[src/rtl/sgdma_pkg.sv]
package sgdma_pkg;
    localparam int WORD_W     = 64;
    localparam int DESC_BYTES = 48;
    localparam int DESC_BEATS = DESC_BYTES * 8 / WORD_W;
    localparam int FLAG_LAST  = 0;
    localparam int FLAG_IRQ   = 1;

    typedef struct packed {
        logic [31:0] flags;
        logic [31:0] id;
        logic [63:0] dst;
        logic [63:0] src;
        logic [63:0] nxt;
        logic [31:0] ylen;
        logic [31:0] xlen;
        logic [31:0] sstride;
        logic [31:0] dstride;
    } desc_t;

    typedef enum logic [2:0] {
        ST_IDLE,
        ST_ADDR,
        ST_FETCH,
        ST_OFFER,
        ST_WAIT
    } walk_st_e;
endpackage

[src/rtl/sgdma_ar_chan.sv]
module sgdma_ar_chan
    import sgdma_pkg::*;
#(
    parameter int ADDR_W = 64,
    parameter int BEATS  = DESC_BEATS
) (
    input  logic              clk,
    input  logic              rst_n,
    input  logic              issue,
    input  logic [ADDR_W-1:0] issue_addr,
    input  logic              arready,
    output logic              arvalid,
    output logic [ADDR_W-1:0] araddr,
    output logic [7:0]        arlen,
    output logic [2:0]        arsize,
    output logic [1:0]        arburst
);
    localparam int SIZE_CODE = $clog2(WORD_W / 8);

    typedef struct packed {
        logic              valid;
        logic [ADDR_W-1:0] addr;
    } ar_t;

    ar_t ar_q, ar_d;

    always_comb begin
        ar_d = ar_q;
        if (issue) begin
            ar_d.valid = 1'b1;
            ar_d.addr  = issue_addr;
        end else if (ar_q.valid && arready) begin
            ar_d.valid = 1'b0;
        end
    end

    always_ff @(posedge clk) begin
        if (!rst_n) ar_q <= '0;
        else        ar_q <= ar_d;
    end

    assign arvalid = ar_q.valid;
    assign araddr  = ar_q.addr;
    assign arlen   = 8'(BEATS - 1);
    assign arsize  = 3'(SIZE_CODE);
    assign arburst = 2'b01;
endmodule

[src/rtl/sgdma_desc_collect.sv]
module sgdma_desc_collect
    import sgdma_pkg::*;
#(
    parameter int BEATS = DESC_BEATS
) (
    input  logic        clk,
    input  logic        rst_n,
    input  logic        clear,
    input  logic        beat_ok,
    input  logic [63:0] beat_data,
    input  logic [1:0]  beat_resp,
    output desc_t       desc,
    output logic        bad
);
    localparam int IDX_W = $clog2(BEATS);

    typedef struct packed {
        logic [BEATS-1:0][63:0] words;
        logic [IDX_W-1:0]       idx;
        logic                   bad;
    } col_t;

    col_t col_q, col_d;
    logic unused_resp;
    assign unused_resp = beat_resp[0];

    always_comb begin
        col_d = col_q;
        if (clear) begin
            col_d.idx = '0;
            col_d.bad = 1'b0;
        end else if (beat_ok) begin
            for (int w = 0; w < BEATS; w++) begin
                if (col_q.idx == IDX_W'(w)) col_d.words[w] = beat_data;
            end
            if (col_q.idx != IDX_W'(BEATS - 1)) col_d.idx = col_q.idx + 1'b1;
            if (beat_resp[1]) col_d.bad = 1'b1;
        end
    end

    always_ff @(posedge clk) begin
        if (!rst_n) col_q <= '0;
        else        col_q <= col_d;
    end

    assign bad = col_q.bad | (beat_ok & beat_resp[1]);

    always_comb begin
        desc.flags   = col_q.words[0][31:0];
        desc.id      = col_q.words[0][63:32];
        desc.dst     = col_q.words[1];
        desc.src     = col_q.words[2];
        desc.nxt     = col_q.words[3];
        desc.ylen    = col_q.words[4][31:0];
        desc.xlen    = col_q.words[4][63:32];
        desc.sstride = col_q.words[5][31:0];
        desc.dstride = col_q.words[5][63:32];
    end
endmodule

[src/rtl/sgdma_desc_walker.sv]
module sgdma_desc_walker
    import sgdma_pkg::*;
#(
    parameter int ADDR_W = 64
) (
    input  logic              clk,
    input  logic              rst_n,
    input  logic              cfg_desc_en,
    input  logic              cfg_cyclic,
    input  logic [ADDR_W-1:0] cfg_first_addr,
    input  logic              cfg_submit,
    input  logic              soft_rst,
    output logic              m_arvalid,
    input  logic              m_arready,
    output logic [ADDR_W-1:0] m_araddr,
    output logic [7:0]        m_arlen,
    output logic [2:0]        m_arsize,
    output logic [1:0]        m_arburst,
    input  logic              m_rvalid,
    output logic              m_rready,
    input  logic [63:0]       m_rdata,
    input  logic [1:0]        m_rresp,
    input  logic              m_rlast,
    output logic              seg_valid,
    input  logic              seg_ready,
    output logic [63:0]       seg_src,
    output logic [63:0]       seg_dst,
    output logic [31:0]       seg_xlen,
    output logic [31:0]       seg_ylen,
    output logic [31:0]       seg_src_stride,
    output logic [31:0]       seg_dst_stride,
    output logic [31:0]       seg_id,
    input  logic              seg_done,
    output logic              irq_pulse,
    output logic [31:0]       irq_id,
    output logic              err_sticky,
    output logic              busy,
    output logic              cyclic_active
);
    typedef struct packed {
        walk_st_e    st;
        logic        flush;
        logic        err;
        logic        irq;
        logic [31:0] irq_id;
    } walk_t;

    walk_t             wk_q, wk_d;
    desc_t             desc;
    logic              col_bad;
    logic              beat_ok;
    logic              ar_issue;
    logic [ADDR_W-1:0] ar_addr;
    logic              unused_flags;

    assign unused_flags = ^{desc.flags[31:2], desc.nxt};
    assign beat_ok      = m_rvalid && m_rready;

    sgdma_ar_chan #(.ADDR_W(ADDR_W), .BEATS(DESC_BEATS)) u_ar (
        .clk       (clk),
        .rst_n     (rst_n),
        .issue     (ar_issue),
        .issue_addr(ar_addr),
        .arready   (m_arready),
        .arvalid   (m_arvalid),
        .araddr    (m_araddr),
        .arlen     (m_arlen),
        .arsize    (m_arsize),
        .arburst   (m_arburst)
    );

    sgdma_desc_collect #(.BEATS(DESC_BEATS)) u_col (
        .clk      (clk),
        .rst_n    (rst_n),
        .clear    (ar_issue),
        .beat_ok  (beat_ok),
        .beat_data(m_rdata),
        .beat_resp(m_rresp),
        .desc     (desc),
        .bad      (col_bad)
    );

    always_comb begin
        wk_d     = wk_q;
        wk_d.irq = 1'b0;
        ar_issue = 1'b0;
        ar_addr  = cfg_first_addr;
        unique case (wk_q.st)
            ST_IDLE: begin
                if (cfg_submit && cfg_desc_en && !soft_rst) begin
                    ar_issue   = 1'b1;
                    wk_d.err   = 1'b0;
                    wk_d.flush = 1'b0;
                    wk_d.st    = ST_ADDR;
                end
            end
            ST_ADDR: begin
                if (soft_rst) wk_d.flush = 1'b1;
                if (m_arvalid && m_arready) wk_d.st = ST_FETCH;
            end
            ST_FETCH: begin
                if (soft_rst) wk_d.flush = 1'b1;
                if (beat_ok && m_rlast) begin
                    if (wk_d.flush) begin
                        wk_d.flush = 1'b0;
                        wk_d.st    = ST_IDLE;
                    end else if (col_bad) begin
                        wk_d.err = 1'b1;
                        wk_d.st  = ST_IDLE;
                    end else begin
                        wk_d.st = ST_OFFER;
                    end
                end
            end
            ST_OFFER: begin
                if (soft_rst)       wk_d.st = ST_IDLE;
                else if (seg_ready) wk_d.st = ST_WAIT;
            end
            ST_WAIT: begin
                if (soft_rst) begin
                    wk_d.st = ST_IDLE;
                end else if (seg_done) begin
                    if (desc.flags[FLAG_IRQ]) begin
                        wk_d.irq    = 1'b1;
                        wk_d.irq_id = desc.id;
                    end
                    if (desc.flags[FLAG_LAST]) begin
                        wk_d.st = ST_IDLE;
                    end else begin
                        ar_issue = 1'b1;
                        ar_addr  = desc.nxt[ADDR_W-1:0];
                        wk_d.st  = ST_ADDR;
                    end
                end
            end
            default: wk_d.st = ST_IDLE;
        endcase
    end

    always_ff @(posedge clk) begin
        if (!rst_n) wk_q <= '0;
        else        wk_q <= wk_d;
    end

    assign m_rready       = (wk_q.st == ST_FETCH);
    assign seg_valid      = (wk_q.st == ST_OFFER);
    assign busy           = (wk_q.st != ST_IDLE);
    assign seg_src        = desc.src;
    assign seg_dst        = desc.dst;
    assign seg_xlen       = desc.xlen;
    assign seg_ylen       = desc.ylen;
    assign seg_src_stride = desc.sstride;
    assign seg_dst_stride = desc.dstride;
    assign seg_id         = desc.id;
    assign irq_pulse      = wk_q.irq;
    assign irq_id         = wk_q.irq_id;
    assign err_sticky     = wk_q.err;
    assign cyclic_active  = cfg_cyclic && !cfg_desc_en;
endmodule

[config.mk]
export PLATFORM = sky130hd
export DESIGN_NAME = sgdma_desc_walker
export DESIGN_NICKNAME = d
export VERILOG_FILES = /design/src/rtl/sgdma_pkg.sv /design/src/rtl/sgdma_ar_chan.sv /design/src/rtl/sgdma_desc_collect.sv /design/src/rtl/sgdma_desc_walker.sv
export SDC_FILE = /design/constraint.sdc
export NUM_CORES = 1
export LEC_CHECK = 0
export BUFFER_PORTS_ARGS = -buffer_cell sky130_fd_sc_hd__buf_2
export CORE_AREA = 2 2 214 216
export CTS_CLUSTER_DIAMETER = 30
export DETAILED_ROUTE_END_ITERATION = 8
export DIE_AREA = 0 0 216 218
export PLACE_DENSITY = 0.75
export SLEW_MARGIN = 10
export SYNTH_ARGS = -nofsm -noshare
export SYNTH_HDL_FRONTEND = slang
export SYNTH_SLANG_ARGS = --single-unit
[constraint.sdc]
create_clock -name clk -period 1.9 [get_ports clk]
set_input_delay 0.19 -clock clk [delete_from_list [all_inputs] [get_ports clk]]
set_output_delay 0.19 -clock clk [all_outputs]
set_load 0.01 [all_outputs]
==> impl_results.md <==
* Area of the core at ~45,000 sq um
* Filler instances at 3,745
* Max-cap violations at 0
* Max rail drop VDD at 0.832 mV
* Root Buffer: clkbuf_16
* Chip height at 218 um
* P_leak at between 10 and 15 nW
* CTS HTree Levels at 3
* Top cells by area, synth: dfxtp_1 (48%), nand2_1 (15%), buf_4 (13%)
* Die area at approximately 47,000 sq um
* # rows at between 70 and 80
* Final Setup Violations at 0
* Worst Skew at 0.0213 ns
* EDFF count, synth at 0
* Final core utilization at between 50% and 60%
* Crit Path Max Fanout at 10
* Most common cell after layout, fill and taps aside: nand2_1
* Fin crit period at ~1.8 ns
* Vias in the first global route at ~18,000
* Initial antenna violation count at 3
* Mapped cell area at approximately 19,000 sq um
* Rel. slew slack at 56.5%
* Cell Pwr Density at ~1100 nW/um^2
* Register area share after synthesis at 47.9%
* Worst-path cell chain: buf_4 -> or3_1 -> buf_2
* Drt wl/cell at approximately 18 um
* CP delay by family, top: flip-flops
* Synth area leader: dfxtp_1
* Io pins at 545
* Sw frac at 22.6%
* #FFs+latches synth at around 460
* WP buf/inv at 2
* Top-area cell type share of the netlist area at 47.9%
* Fin area at approximately 25,000 sq um
* DRC at 0
* GPL Wtd Cong at 0.852
* DP HPWL at between 30,000 and 40,000 um
* Commonest non-fill, non-tap cells in the layout: nand2_1 (744), buf_2 (529), dfxtp_1 (459), a21oi_1 (227), o21ai_0 (186)
* Crit start category: flip-flop
* Critical path's largest stage delay at about 0.37 ns
* Clk pwr share at between 50 and 60%
* Slowest cell on the critical path: dfxtp_2
* Crit. End Element: output port
* Post-Syn Instances at 2,471
* CTS tree: done
* CTS sink cnt at about 460
* Initial core utilization at about 43%
* Sequential share of power at a little over a third
* Routed Wire Length at 63,500 um
* Hold_sp: m_rlast
* Initial DRC count at between 1,500 and 2,000
* Die Width at 216 um
* DRT antenna net count at 0
* Total CTS buffers at 85
* Share of cells above drive strength 1 at approximately a quarter
* Worst slew pin tran at 0.652 ns
* Power, Total at 27.1 mW
* Status: completed
* Detailed-route via count at between 15,000 and 20,000
* Grt total ovfl at 0
* CTS max path bufs at 3
* Post-synth ARST share at 0%
* P_sw at roughly 6.1 mW
* Internal at approximately 21 mW
* Worst hold path class: primary input to flip-flop
* CTS clock-pin slew for the worst setup and hold paths at 0.05 ns
* Synthesized area per cell at just under 8 sq um
* Combinational power share at ~4.1%
* FMAX at 553 MHz
* Final hold vios at 0
* Clock latency on the worst-skew pair at 0.59 ns
* Worst EP arrival at roughly 1.6 ns
* Area growth syn-to-layout at 27.7%
* First-pass GRT wire length at 95,800 um
* R2r startpoint: wk_q[36]$_SDFFE_PN0P_
* Global router's overall resource usage at 25.5%
* Largest net degree at the start of global routing at 100
* DRT Pass-1 Iters at 7
* Post-synth top flop: dfxtp_1
* Worst setup path startpoint: wk_q[36]$_SDFFE_PN0P_
* Area post-placement at ~20,000 sq um
* Final #Nets at between 2,000 and 3,000
* Crit share post-route at ~95%
* Setup Fix Bufs, Post-CTS at 0
* RSZ-0062 raised after global routing: no
* Critical path type: flip-flop to output port
* # port buffers at 530
* Via density at roughly 5.3
* Synth warn at 0
* WP data required at ~1.7 ns
* Synth cell types at 40
* Max Slew Vio Count at 0
[area by class of cell]
type	count	area, sq um	area share [%]
clock buffer	102	2380	9.65
clock inverter	58	752	3.05
multi-input combinational	1503	6830	27.7
sequential	461	9230	37.5
inverter	5	23.8	0.0966
timing repair buffer	709	4650	18.9
antenna	2	5.00	0.0203
tap	600	751	3.05
[through the flow]
stage                     hold slack (ns)  setup TNS, ns  instances  setup WS [ns]
after global placement              0.433         -0.421       3143        -0.0288
after CTS                          0.0282              0       3438        0.00554
after floorplan                     0.268              0       2482          0.325
final                              0.0858              0       3440         0.0930
after detailed placement            0.439          -2.63       3143        -0.0550
after global routing               0.0795              0       3439        0.00483
[power by group through the flow]
stage | clock network, mW | registers (mW) | logic (mW)
3_3_place_gp | 0 | 9.95 | 0.841
6_report | 16.2 | 9.76 | 1.11
3_5_place_dp | 0 | 9.95 | 0.852
4_1_cts | 16.3 | 9.76 | 1.08
2_1_floorplan | 0 | 9.97 | 0.362
5_1_grt | 16.8 | 9.75 | 1.17
[routing by layer]
layer,global-route usage (%),wire length (um),vias up,share of wire (%)
li1,-,-,8399,-
met1,29.6,24300,8633,38
met2,43.4,30500,1071,48
met3,5.73,5710,234,9.0
met4,14.3,2960,2,4.7
met5,0,13,-,0.020
[registers in the layout, indices dropped and copies added (netlist names)]
| name | flops |
|---|---|
| irq_pulse | 1 |
| irq_id | 32 |
| wk_q | 4 |
| u_col.col_q | 4 |
| u_ar.arvalid | 1 |
| u_col.desc | 354 |
| err_sticky | 1 |
| u_ar.araddr | 64 |
[cell usage after synthesis, types with 5 or more instances]
cell	instances
buf_2	50
buf_6	7
dfxtp_1	461
o21ai_0	190
nand2_1	745
buf_4	336
buf_1	16
a21oi_1	227
clkbuf_1	102
nand3_1	168
o21ai_1	40
a31oi_1	68
nor2_1	10
ha_1	5
[what timing repair did]
item	4_1_cts	5_1_grt
hold buffers	135	0
endpoints found under the setup margin	219	143
hold endpoints to repair	424	0
gates resized for setup	2	10
[worst min-delay path, stage by stage]
cell	delay (ns)
buf_2	0.10
a31oi_1	0.12
o21ai_0	0.16
a211oi_1	0.07
[final timing paths]
path                                  end  slack [ns]  cells past startpoint
max                                  busy        0.09                      3
min                 wk_q[36]$_SDFFE_PN0P_        0.09                      4
min reg2reg  u_col.desc[251]$_SDFFE_PN0P_        0.45                      2
max reg2reg         wk_q[37]$_SDFFE_PN0P_        0.11                      6
[logic make-up (layout without fill, tap and decap cells)]
logic type	Yosys count	in the layout	synth area share (%)
adders and majority gates	5	5	0.324
AOI/OAI and AO/OA	531	531	14.3
and+or+nand+nor	952	952	20.1
buffers and inverters	518	874	17.2
other	2	15	0.0390
DFF	461	461	47.9
xor gates and xnor gates	2	2	0.0909
Power figures use the tool's default switching activity.
